## config.mk

```make
export PLATFORM = sky130hd
export DESIGN_NAME = sif_engine
export DESIGN_NICKNAME = d
export VERILOG_FILES = /design/src/rtl/sif_pkg.sv /design/src/rtl/sif_coef_tab.sv /design/src/rtl/sif_sched.sv /design/src/rtl/sif_mac.sv /design/src/rtl/sif_engine.sv
export SDC_FILE = /design/constraint.sdc
export NUM_CORES = 1
export LEC_CHECK = 0
export ABC_AREA = 1
export BUFFER_PORTS_ARGS = -buffer_cell sky130_fd_sc_hd__buf_2
export CORE_MARGIN = 8
export CORE_UTILIZATION = 45
export DETAILED_ROUTE_END_ITERATION = 10
export MAX_ROUTING_LAYER = met4
export SKIP_CTS_REPAIR_TIMING = 1
export SLEW_MARGIN = 20
export SYNTH_ARGS = -nofsm -noshare
export SYNTH_HDL_FRONTEND = slang
export SYNTH_SLANG_ARGS = --single-unit
export TNS_END_PERCENT = 1
```

## constraint.sdc

```tcl
create_clock -name clk -period 10.45 [get_ports clk]
set_input_delay 1.5675 -clock clk [delete_from_list [all_inputs] [get_ports clk]]
set_output_delay 1.5675 -clock clk [all_outputs]
set_load 0.03 [all_outputs]
```

## src/rtl/sif_pkg.sv

```systemverilog
// Package: shared row classification for the implicit-form step engine.
// Assumes rows are ordered intermediates, then states, then outputs.
package sif_pkg;

    typedef enum logic [1:0] {
        KIND_INTER = 2'd0,
        KIND_STATE = 2'd1,
        KIND_OUT   = 2'd2
    } row_kind_e;

    // Classify a unified row index into its destination group.
    function automatic row_kind_e kind_of(input int r, input int nt, input int nx);
        if (r < nt)
            return KIND_INTER;
        else if (r < nt + nx)
            return KIND_STATE;
        else
            return KIND_OUT;
    endfunction

endpackage

```

## src/rtl/sif_coef_tab.sv

```systemverilog
// Module: builds the unified coefficient table, one row per equation and one
// column per source (intermediates, states, inputs), plus a nonzero mask.
// Assumes the matrices are flat vectors, with entry (i,j) at index i*cols+j.
// Intermediate rows take the negated strictly-lower part of J; the diagonal
// and upper part of J are never read.
module sif_coef_tab #(
    parameter int NT = 2,
    parameter int NX = 2,
    parameter int NU = 1,
    parameter int NY = 1,
    parameter int CW = 16,
    parameter logic [NT*NT*CW-1:0] J_MAT = '0,
    parameter logic [NT*NX*CW-1:0] M_MAT = '0,
    parameter logic [NT*NU*CW-1:0] N_MAT = '0,
    parameter logic [NX*NT*CW-1:0] K_MAT = '0,
    parameter logic [NX*NX*CW-1:0] P_MAT = '0,
    parameter logic [NX*NU*CW-1:0] Q_MAT = '0,
    parameter logic [NY*NT*CW-1:0] L_MAT = '0,
    parameter logic [NY*NX*CW-1:0] R_MAT = '0,
    parameter logic [NY*NU*CW-1:0] S_MAT = '0
) (
    output logic signed [CW-1:0] coef_o [NT+NX+NY][NT+NX+NU],
    output logic                 nz_o   [NT+NX+NY][NT+NX+NU]
);
    import sif_pkg::*;

    localparam int NR = NT + NX + NY;
    localparam int NC = NT + NX + NU;

    // Coefficient of source column c in equation row r.
    function automatic logic [CW-1:0] coef_at(input int r, input int c);
        logic [CW-1:0] v;
        int            i;
        v = '0;
        case (kind_of(r, NT, NX))
            KIND_INTER: begin
                i = r;
                if (c < NT) begin
                    if (c < r) v = '0 - J_MAT[(i*NT+c)*CW +: CW];
                end else if (c < NT + NX) begin
                    v = M_MAT[(i*NX+(c-NT))*CW +: CW];
                end else begin
                    v = N_MAT[(i*NU+(c-NT-NX))*CW +: CW];
                end
            end
            KIND_STATE: begin
                i = r - NT;
                if (c < NT)           v = K_MAT[(i*NT+c)*CW +: CW];
                else if (c < NT + NX) v = P_MAT[(i*NX+(c-NT))*CW +: CW];
                else                  v = Q_MAT[(i*NU+(c-NT-NX))*CW +: CW];
            end
            default: begin
                i = r - NT - NX;
                if (c < NT)           v = L_MAT[(i*NT+c)*CW +: CW];
                else if (c < NT + NX) v = R_MAT[(i*NX+(c-NT))*CW +: CW];
                else                  v = S_MAT[(i*NU+(c-NT-NX))*CW +: CW];
            end
        endcase
        return v;
    endfunction

    for (genvar r = 0; r < NR; r++) begin : g_row
        for (genvar c = 0; c < NC; c++) begin : g_col
            localparam logic [CW-1:0] CV = coef_at(r, c);
            // Constant table entry and its nonzero flag.
            assign coef_o[r][c] = $signed(CV);
            assign nz_o[r][c]   = (CV != '0);
        end
    end

endmodule

```

## src/rtl/sif_sched.sv

```systemverilog
// Module: walks the nonzero coefficients row by row, one per cycle.
// Assumes nz_i is constant. An all-zero row still takes one cycle, to commit
// its zero result. row_end_o marks the cycle in which the current row's
// result is written.
module sif_sched #(
    parameter int NR = 5,
    parameter int NC = 5
) (
    input  logic clk,
    input  logic rst_n,
    input  logic go_i,
    input  logic nz_i [NR][NC],
    output logic busy_o,
    output logic [((NR > 1) ? $clog2(NR) : 1)-1:0] row_o,
    output logic [((NC > 1) ? $clog2(NC) : 1)-1:0] col_o,
    output logic term_o,
    output logic row_end_o,
    output logic step_end_o
);
    localparam int RIW = (NR > 1) ? $clog2(NR) : 1;
    localparam int CIW = (NC > 1) ? $clog2(NC) : 1;

    logic           busy_q;
    logic [RIW-1:0] row_q;
    logic [CIW-1:0] col_q;
    logic           nxt_found;
    logic [CIW-1:0] nxt_col;
    logic [CIW-1:0] first_nxt;
    logic [CIW-1:0] first0;
    logic           term;

    // Find the current term, the next nonzero in this row, and the first
    // nonzero of the next row and of row zero.
    always_comb begin
        term      = 1'b0;
        nxt_found = 1'b0;
        nxt_col   = '0;
        first_nxt = '0;
        first0    = '0;
        for (int r = 0; r < NR; r++) begin
            for (int c = NC - 1; c >= 0; c--) begin
                if (nz_i[r][c]) begin
                    if (r == int'(row_q)) begin
                        if (c == int'(col_q)) term = busy_q;
                        if (c > int'(col_q)) begin
                            nxt_found = 1'b1;
                            nxt_col   = CIW'(c);
                        end
                    end
                    if (r == int'(row_q) + 1) first_nxt = CIW'(c);
                    if (r == 0) first0 = CIW'(c);
                end
            end
        end
    end

    // Advance the position: start at row zero, step columns, then rows.
    always_ff @(posedge clk) begin
        if (!rst_n) begin
            busy_q <= 1'b0;
            row_q  <= '0;
            col_q  <= '0;
        end else if (!busy_q) begin
            if (go_i) begin
                busy_q <= 1'b1;
                row_q  <= '0;
                col_q  <= first0;
            end
        end else if (!nxt_found) begin
            if (int'(row_q) == NR - 1) begin
                busy_q <= 1'b0;
                row_q  <= '0;
                col_q  <= '0;
            end else begin
                row_q <= row_q + 1'b1;
                col_q <= first_nxt;
            end
        end else begin
            col_q <= nxt_col;
        end
    end

    assign busy_o     = busy_q;
    assign row_o      = row_q;
    assign col_o      = col_q;
    assign term_o     = term;
    assign row_end_o  = busy_q && !nxt_found;
    assign step_end_o = busy_q && !nxt_found && (int'(row_q) == NR - 1);

endmodule

```

## src/rtl/sif_mac.sv

```systemverilog
// Module: single shared multiplier with a row accumulator and a rounding
// step. The rounded row result is presented combinationally in the row's
// final cycle, and the accumulator then clears. Assumes CF >= 1.
module sif_mac #(
    parameter int W   = 16,
    parameter int CW  = 16,
    parameter int CF  = 8,
    parameter int NC  = 5
) (
    input  logic                clk,
    input  logic                rst_n,
    input  logic                acc_en_i,
    input  logic                row_end_i,
    input  logic signed [W-1:0]  opnd_i,
    input  logic signed [CW-1:0] coef_i,
    output logic signed [W-1:0]  res_o
);
    localparam int PW   = W + CW;
    localparam int ACCW = PW + $clog2(NC) + 1;
    localparam logic signed [ACCW-1:0] HALF = ACCW'(1) <<< (CF - 1);

    logic signed [PW-1:0]   prod;
    logic signed [ACCW-1:0] sum;
    logic signed [ACCW-1:0] rnd;
    logic signed [ACCW-1:0] acc_q;

    // Product, running sum and round-half-up of the row result.
    always_comb begin
        prod  = opnd_i * coef_i;
        sum   = acc_q + (acc_en_i ? {{(ACCW-PW){prod[PW-1]}}, prod} : '0);
        rnd   = sum + HALF;
        res_o = rnd[CF +: W];
    end

    // Accumulate terms; clear when the row is committed.
    always_ff @(posedge clk) begin
        if (!rst_n)         acc_q <= '0;
        else if (row_end_i) acc_q <= '0;
        else if (acc_en_i)  acc_q <= sum;
    end

endmodule

```

## src/rtl/sif_engine.sv

```systemverilog
// Module: top of the implicit-form linear dataflow step engine.
// One start computes the intermediates, then the next state, then the
// outputs, one multiply-accumulate per cycle. The state register commits
// in the same edge that raises done. Assumes NY >= 1 and CF >= 1.
module sif_engine #(
    parameter int NT = 2,
    parameter int NX = 2,
    parameter int NU = 1,
    parameter int NY = 1,
    parameter int W  = 16,
    parameter int CW = 16,
    parameter int CF = 8,
    parameter logic [NT*NT*CW-1:0] J_MAT = 64'h0100_FF00_0000_0100,
    parameter logic [NT*NX*CW-1:0] M_MAT = 64'hFFC0_0000_0000_0080,
    parameter logic [NT*NU*CW-1:0] N_MAT = 32'h0000_0100,
    parameter logic [NX*NT*CW-1:0] K_MAT = 64'h0080_0000_0000_0100,
    parameter logic [NX*NX*CW-1:0] P_MAT = 64'h0000_0040_0000_0000,
    parameter logic [NX*NU*CW-1:0] Q_MAT = 32'h0000_0000,
    parameter logic [NY*NT*CW-1:0] L_MAT = 32'h0100_0000,
    parameter logic [NY*NX*CW-1:0] R_MAT = 32'h0080_0000,
    parameter logic [NY*NU*CW-1:0] S_MAT = 16'h0040
) (
    input  logic            clk,
    input  logic            rst_n,
    input  logic            start_i,
    input  logic [NU*W-1:0] u_i,
    output logic            busy_o,
    output logic            done_o,
    output logic [NY*W-1:0] y_o,
    output logic [NX*W-1:0] state_o
);
    import sif_pkg::*;

    localparam int NR  = NT + NX + NY;
    localparam int NC  = NT + NX + NU;
    localparam int RIW = (NR > 1) ? $clog2(NR) : 1;
    localparam int CIW = (NC > 1) ? $clog2(NC) : 1;

    logic signed [CW-1:0] coef_tab [NR][NC];
    logic                 nz_tab   [NR][NC];

    logic           busy;
    logic [RIW-1:0] row;
    logic [CIW-1:0] col;
    logic           term;
    logic           row_end;
    logic           step_end;
    logic           go;
    row_kind_e      kind;

    logic signed [W-1:0]  u_q  [NU];
    logic signed [W-1:0]  t_q  [NT];
    logic signed [W-1:0]  x_q  [NX];
    logic signed [W-1:0]  xn_q [NX];
    logic signed [W-1:0]  y_q  [NY];
    logic                 done_q;
    logic signed [W-1:0]  src  [NC];
    logic signed [W-1:0]  opnd;
    logic signed [CW-1:0] coef;
    logic signed [W-1:0]  res;

    sif_coef_tab #(
        .NT(NT), .NX(NX), .NU(NU), .NY(NY), .CW(CW),
        .J_MAT(J_MAT), .M_MAT(M_MAT), .N_MAT(N_MAT),
        .K_MAT(K_MAT), .P_MAT(P_MAT), .Q_MAT(Q_MAT),
        .L_MAT(L_MAT), .R_MAT(R_MAT), .S_MAT(S_MAT)
    ) u_tab (
        .coef_o (coef_tab),
        .nz_o   (nz_tab)
    );

    assign go = start_i && !busy;

    sif_sched #(.NR(NR), .NC(NC)) u_sched (
        .clk        (clk),
        .rst_n      (rst_n),
        .go_i       (go),
        .nz_i       (nz_tab),
        .busy_o     (busy),
        .row_o      (row),
        .col_o      (col),
        .term_o     (term),
        .row_end_o  (row_end),
        .step_end_o (step_end)
    );

    // Unified source vector: intermediates, then states, then inputs.
    for (genvar c = 0; c < NC; c++) begin : g_src
        if (c < NT) begin : g_t
            assign src[c] = t_q[c];
        end else if (c < NT + NX) begin : g_x
            assign src[c] = x_q[c-NT];
        end else begin : g_u
            assign src[c] = u_q[c-NT-NX];
        end
    end

    // Select the operand and coefficient at the current position.
    always_comb begin
        opnd = '0;
        coef = '0;
        for (int c = 0; c < NC; c++) begin
            if (c == int'(col)) opnd = src[c];
        end
        for (int r = 0; r < NR; r++) begin
            for (int c = 0; c < NC; c++) begin
                if (r == int'(row) && c == int'(col)) coef = coef_tab[r][c];
            end
        end
    end

    assign kind = kind_of(int'(row), NT, NX);

    sif_mac #(.W(W), .CW(CW), .CF(CF), .NC(NC)) u_mac (
        .clk       (clk),
        .rst_n     (rst_n),
        .acc_en_i  (term),
        .row_end_i (row_end),
        .opnd_i    (opnd),
        .coef_i    (coef),
        .res_o     (res)
    );

    // Latch inputs, commit row results, and move x' into x at the step end.
    always_ff @(posedge clk) begin
        if (!rst_n) begin
            for (int i = 0; i < NU; i++) u_q[i]  <= '0;
            for (int i = 0; i < NT; i++) t_q[i]  <= '0;
            for (int i = 0; i < NX; i++) x_q[i]  <= '0;
            for (int i = 0; i < NX; i++) xn_q[i] <= '0;
            for (int i = 0; i < NY; i++) y_q[i]  <= '0;
            done_q <= 1'b0;
        end else begin
            done_q <= step_end;
            if (go) begin
                for (int i = 0; i < NU; i++) u_q[i] <= u_i[i*W +: W];
            end
            if (row_end) begin
                case (kind)
                    KIND_INTER: for (int i = 0; i < NT; i++) begin
                        if (int'(row) == i) t_q[i] <= res;
                    end
                    KIND_STATE: for (int i = 0; i < NX; i++) begin
                        if (int'(row) == NT + i) xn_q[i] <= res;
                    end
                    default: for (int i = 0; i < NY; i++) begin
                        if (int'(row) == NT + NX + i) y_q[i] <= res;
                    end
                endcase
            end
            if (step_end) begin
                for (int i = 0; i < NX; i++) x_q[i] <= xn_q[i];
            end
        end
    end

    for (genvar i = 0; i < NY; i++) begin : g_yout
        assign y_o[i*W +: W] = y_q[i];
    end
    for (genvar i = 0; i < NX; i++) begin : g_xout
        assign state_o[i*W +: W] = x_q[i];
    end
    assign busy_o = busy;
    assign done_o = done_q;

endmodule

```

==> results.md <==
* Skew-Pair Late Insertion Delay at 0.44 ns
* Num CTS Buffers at 17
* Drt pass-1 iters at 5
* Top post-synthesis cells by area: edfxtp_1 (33%), fa_1 (15%), ha_1 (8.7%)
* Critical Path Source: u_sched.col_o[2]$_SDFFE_PN0P_
* Req. time, crit path at 10.71 ns
* Hold WC Path Type: reg -> reg
* Seq cells post-synth at 154
* Num Clock Sinks at 154
* R2r endpoint: t_q[0][30]$_DFFE_PP_
* Asr flop ratio synth at 0%
* Syn nets at 1516
* P&R area growth vs syn at 9.44%
* Gr ovfl total at 0
* Die H at 177 microns
* Clk root buf: clkbuf_16
* Clock tree buffer depth at 2
* Leak Pwr at roughly 6.2 nW
* Drt total wl at 30.5 mm
* Nets at 1552
* Pins Over Slew Limit at 0
* Share of cells above drive strength 1 at 9.95%
* Ant. Diodes at 0
* Seq/Total Area, Yosys at a little under two fifths
* FP Rows at 59
* CP endpoint kind: register
* Slowest stage delay, CP at 0.55 ns
* Vias in the first global route at slightly below 9000
* Critical Path Start Type: register
* Via count at 8774
* Setup Total Neg Slack at 0 ns
* Initial antenna violation count at 0
* Routability cong. at about 0.9
* Number of flops mapped to enable cells by yosys at 128
* Synthesized area per cell at 8.81 sq um
* RSZ-0062 raised after global routing: no
* Max-cap viol count at 0
* Worst slew pin tran at 1.01 ns
* DR iter-0 viols at 768
* Clock Skews at 0.0145 ns
* Antenna-violating nets left at 0
* Primary FF master, synth: edfxtp_1
* Worst vdd ir at 129 uV
* # IOs at 69
* Residual DRC at 0
* Starting density of the core at a little under half
* H-tree depth at 4
* WS Path Type: reg -> reg
* Final-report setup violation count at 0
* Placeable Area at 25800 sq um
* Fillcell total at 2486
* Vias per std cell at 5.13
* Worst hold start: u_mac.acc_q[18]$_SDFFE_PP0N_
* Reg2reg setup slack at 1.12 ns
* R2R depth at 36
* Die W at 177 microns
* First-pass GRT wire length at 48.1 mm
* Yosys warns at 0
* Die area at 31400 sq um
* Final Hold Violating Endpoints at 0
* Synth top area share at between 30% and 40%
* Average wire per standard cell at 17.8 microns
* Non-Filler Instances at between 1500 and 2000
* Clock transition at path regs at roughly 0.07 ns
* Pin count of the biggest net entering global routing at 49
* Hpwl dp at 24.1 mm
* # port buffers at 68
* Min Clock Period, post-route at 9.33 ns
* Status: complete, no violations
* RR Startpoint: u_sched.col_o[2]$_SDFFE_PN0P_
* Mapped Cells at about 1300
* Cell taking the most area after synthesis: edfxtp_1
* Worst path slowest cell: fa_1
* Final Cycle Share at 89.3%
* Post-Place Cells at about 1700
* CTS tree: built
* Max FO, Critical Path at 16
* Critical path endpoint: t_q[0][30]$_DFFE_PP_
* Power per cell area at 122 nW/um^2
* Fmax at 0.107 GHz
* Netlist cell types at 48
* CP arrival at 9.60 ns
* Slew headroom at 32.7%
* Post-Syn Area at 11700 sq um
* Total GRT Usage at 20.5%
-- area by class of cell --
type                    instances  area, sq um  share of cell area, %
clock buffers                  17          425                   3.32
clock inverters                15          188                   1.47
inverters                     264          991                   7.74
multi-input cells             851         6000                   46.8
flip-flops and latches        154         4360                   34.1
well taps                     335          419                   3.27
repair buffers                 76          420                   3.28
-- worst min-delay path by stage --
stage	endpoint	slack (ns)	depth (start not counted)
final	u_mac.acc_q[18]$_SDFFE_PP0N_	0.48	2
after global routing	u_mac.acc_q[18]$_SDFFE_PP0N_	0.51	2
after CTS	u_mac.acc_q[18]$_SDFFE_PP0N_	0.48	2
after detailed placement	u_mac.acc_q[18]$_SDFFE_PP0N_	0.47	2
after global placement	u_mac.acc_q[18]$_SDFFE_PP0N_	0.46	2
after floorplan	u_mac.acc_q[18]$_SDFFE_PP0N_	0.45	2
-- cell usage in the layout, fill, tap and decap left out, types with 3 or more instances in the layout --
| cell | n |
|---|---|
| a31oi_1 | 3 |
| xnor2_1 | 8 |
| nand3b_1 | 3 |
| nand2_2 | 3 |
| fa_1 | 88 |
| a22oi_1 | 5 |
| a211oi_1 | 4 |
| o21ai_1 | 4 |
| buf_2 | 68 |
| buf_4 | 7 |
| inv_8 | 5 |
| nor2_1 | 203 |
| nand3_1 | 57 |
| dfxtp_1 | 26 |
| nor4_1 | 3 |
| nand2_1 | 194 |
| clkinv_8 | 4 |
| o21bai_1 | 3 |
| a21oi_1 | 61 |
| inv_1 | 254 |
| nor3_1 | 18 |
| o21ai_0 | 40 |
| nor2_2 | 5 |
| a21o_1 | 5 |
| edfxtp_1 | 128 |
| o2111ai_1 | 3 |
| nand4_1 | 12 |
| xor2_1 | 20 |
| ha_1 | 81 |
| inv_2 | 10 |
| clkbuf_16 | 17 |
| o22ai_1 | 3 |
-- routing by layer --
metal  vias up  GRT usage [%]  wire length, microns
li1       4286              -                     -
met1      4164           28.1                 14100
met2       286           30.7                 13800
met3        38           3.99                  2040
met4         0           5.70                   572
met5         -              -                     0
-- through the flow --
step | setup WS, ns | utilization [%] | power [mW] | area, sq um | hold slack (ns)
floorplan | 2.49 | - | 0.875 | 11700 | 0.449
global placement | 1.31 | 47.2 | 0.952 | 12200 | 0.459
detailed placement | 1.18 | 47.2 | 0.953 | 12200 | 0.469
CTS | 1.16 | 49.6 | 1.58 | 12800 | 0.483
global route | 0.369 | 49.7 | 1.63 | 12800 | 0.511
finish | 1.12 | 49.7 | 1.57 | 12800 | 0.483
-- critical path, delay by kind of cell (launching register included) --
kind,cells,cell delay (ns)
AO/OA/AOI/OAI,9,1.54
XOR/XNOR,1,0.28
flip-flops,1,0.49
adder cells (fa/ha/maj),8,3.91
AND/OR/NAND/NOR,11,2.06
buffers and inverters,7,0.87
-- state kept, by name, indices dropped and copies added, names as in the netlist --
signal,flops
done_o,1
t_q,32
u_mac.acc_q,18
u_q,16
u_sched.busy_o,1
u_sched.col_o,3
u_sched.row_o,3
x_q,32
xn_q,32
y_q,16
-- kinds of logic after synthesis --
family / after synthesis / share of synthesized area, %
XOR/XNOR: 28 / 2.10
flip-flops: 154 / 37.3
buffers and inverters: 323 / 11.6
adder cells (fa/ha/maj): 169 / 23.7
AO/OA/AOI/OAI: 148 / 7.30
AND/OR/NAND/NOR: 506 / 18.0
-- cell usage after synthesis (all sizes together) (2+ instances only) --
master,count
edfxtp,128
inv,264
a31oi,3
a22oi,5
clkbuf,21
nand2,197
fa,88
xnor2,8
o2111ai,3
nand3,58
ha,81
o21ai,46
xor2,20
nor2,210
nor3,18
buf,38
o21bai,3
dfxtp,26
o22ai,3
a21boi,2
a211oi,4
nand3b,3
a21o,5
nor4,3
o211ai,2
a21oi,63
nand4,13
a221oi,2
or2,2
a22o,2
-- report_power, final --
part / internal (mW) / switching (mW) / leakage (nW)
Clock: 0.327 / 0.299 / 0.295
Combinational: 0.0658 / 0.170 / 4.39
Sequential: 0.690 / 0.0159 / 1.54
Total: 1.08 / 0.484 / 6.22
No activity file was read; power rests on OpenSTA's default activity.
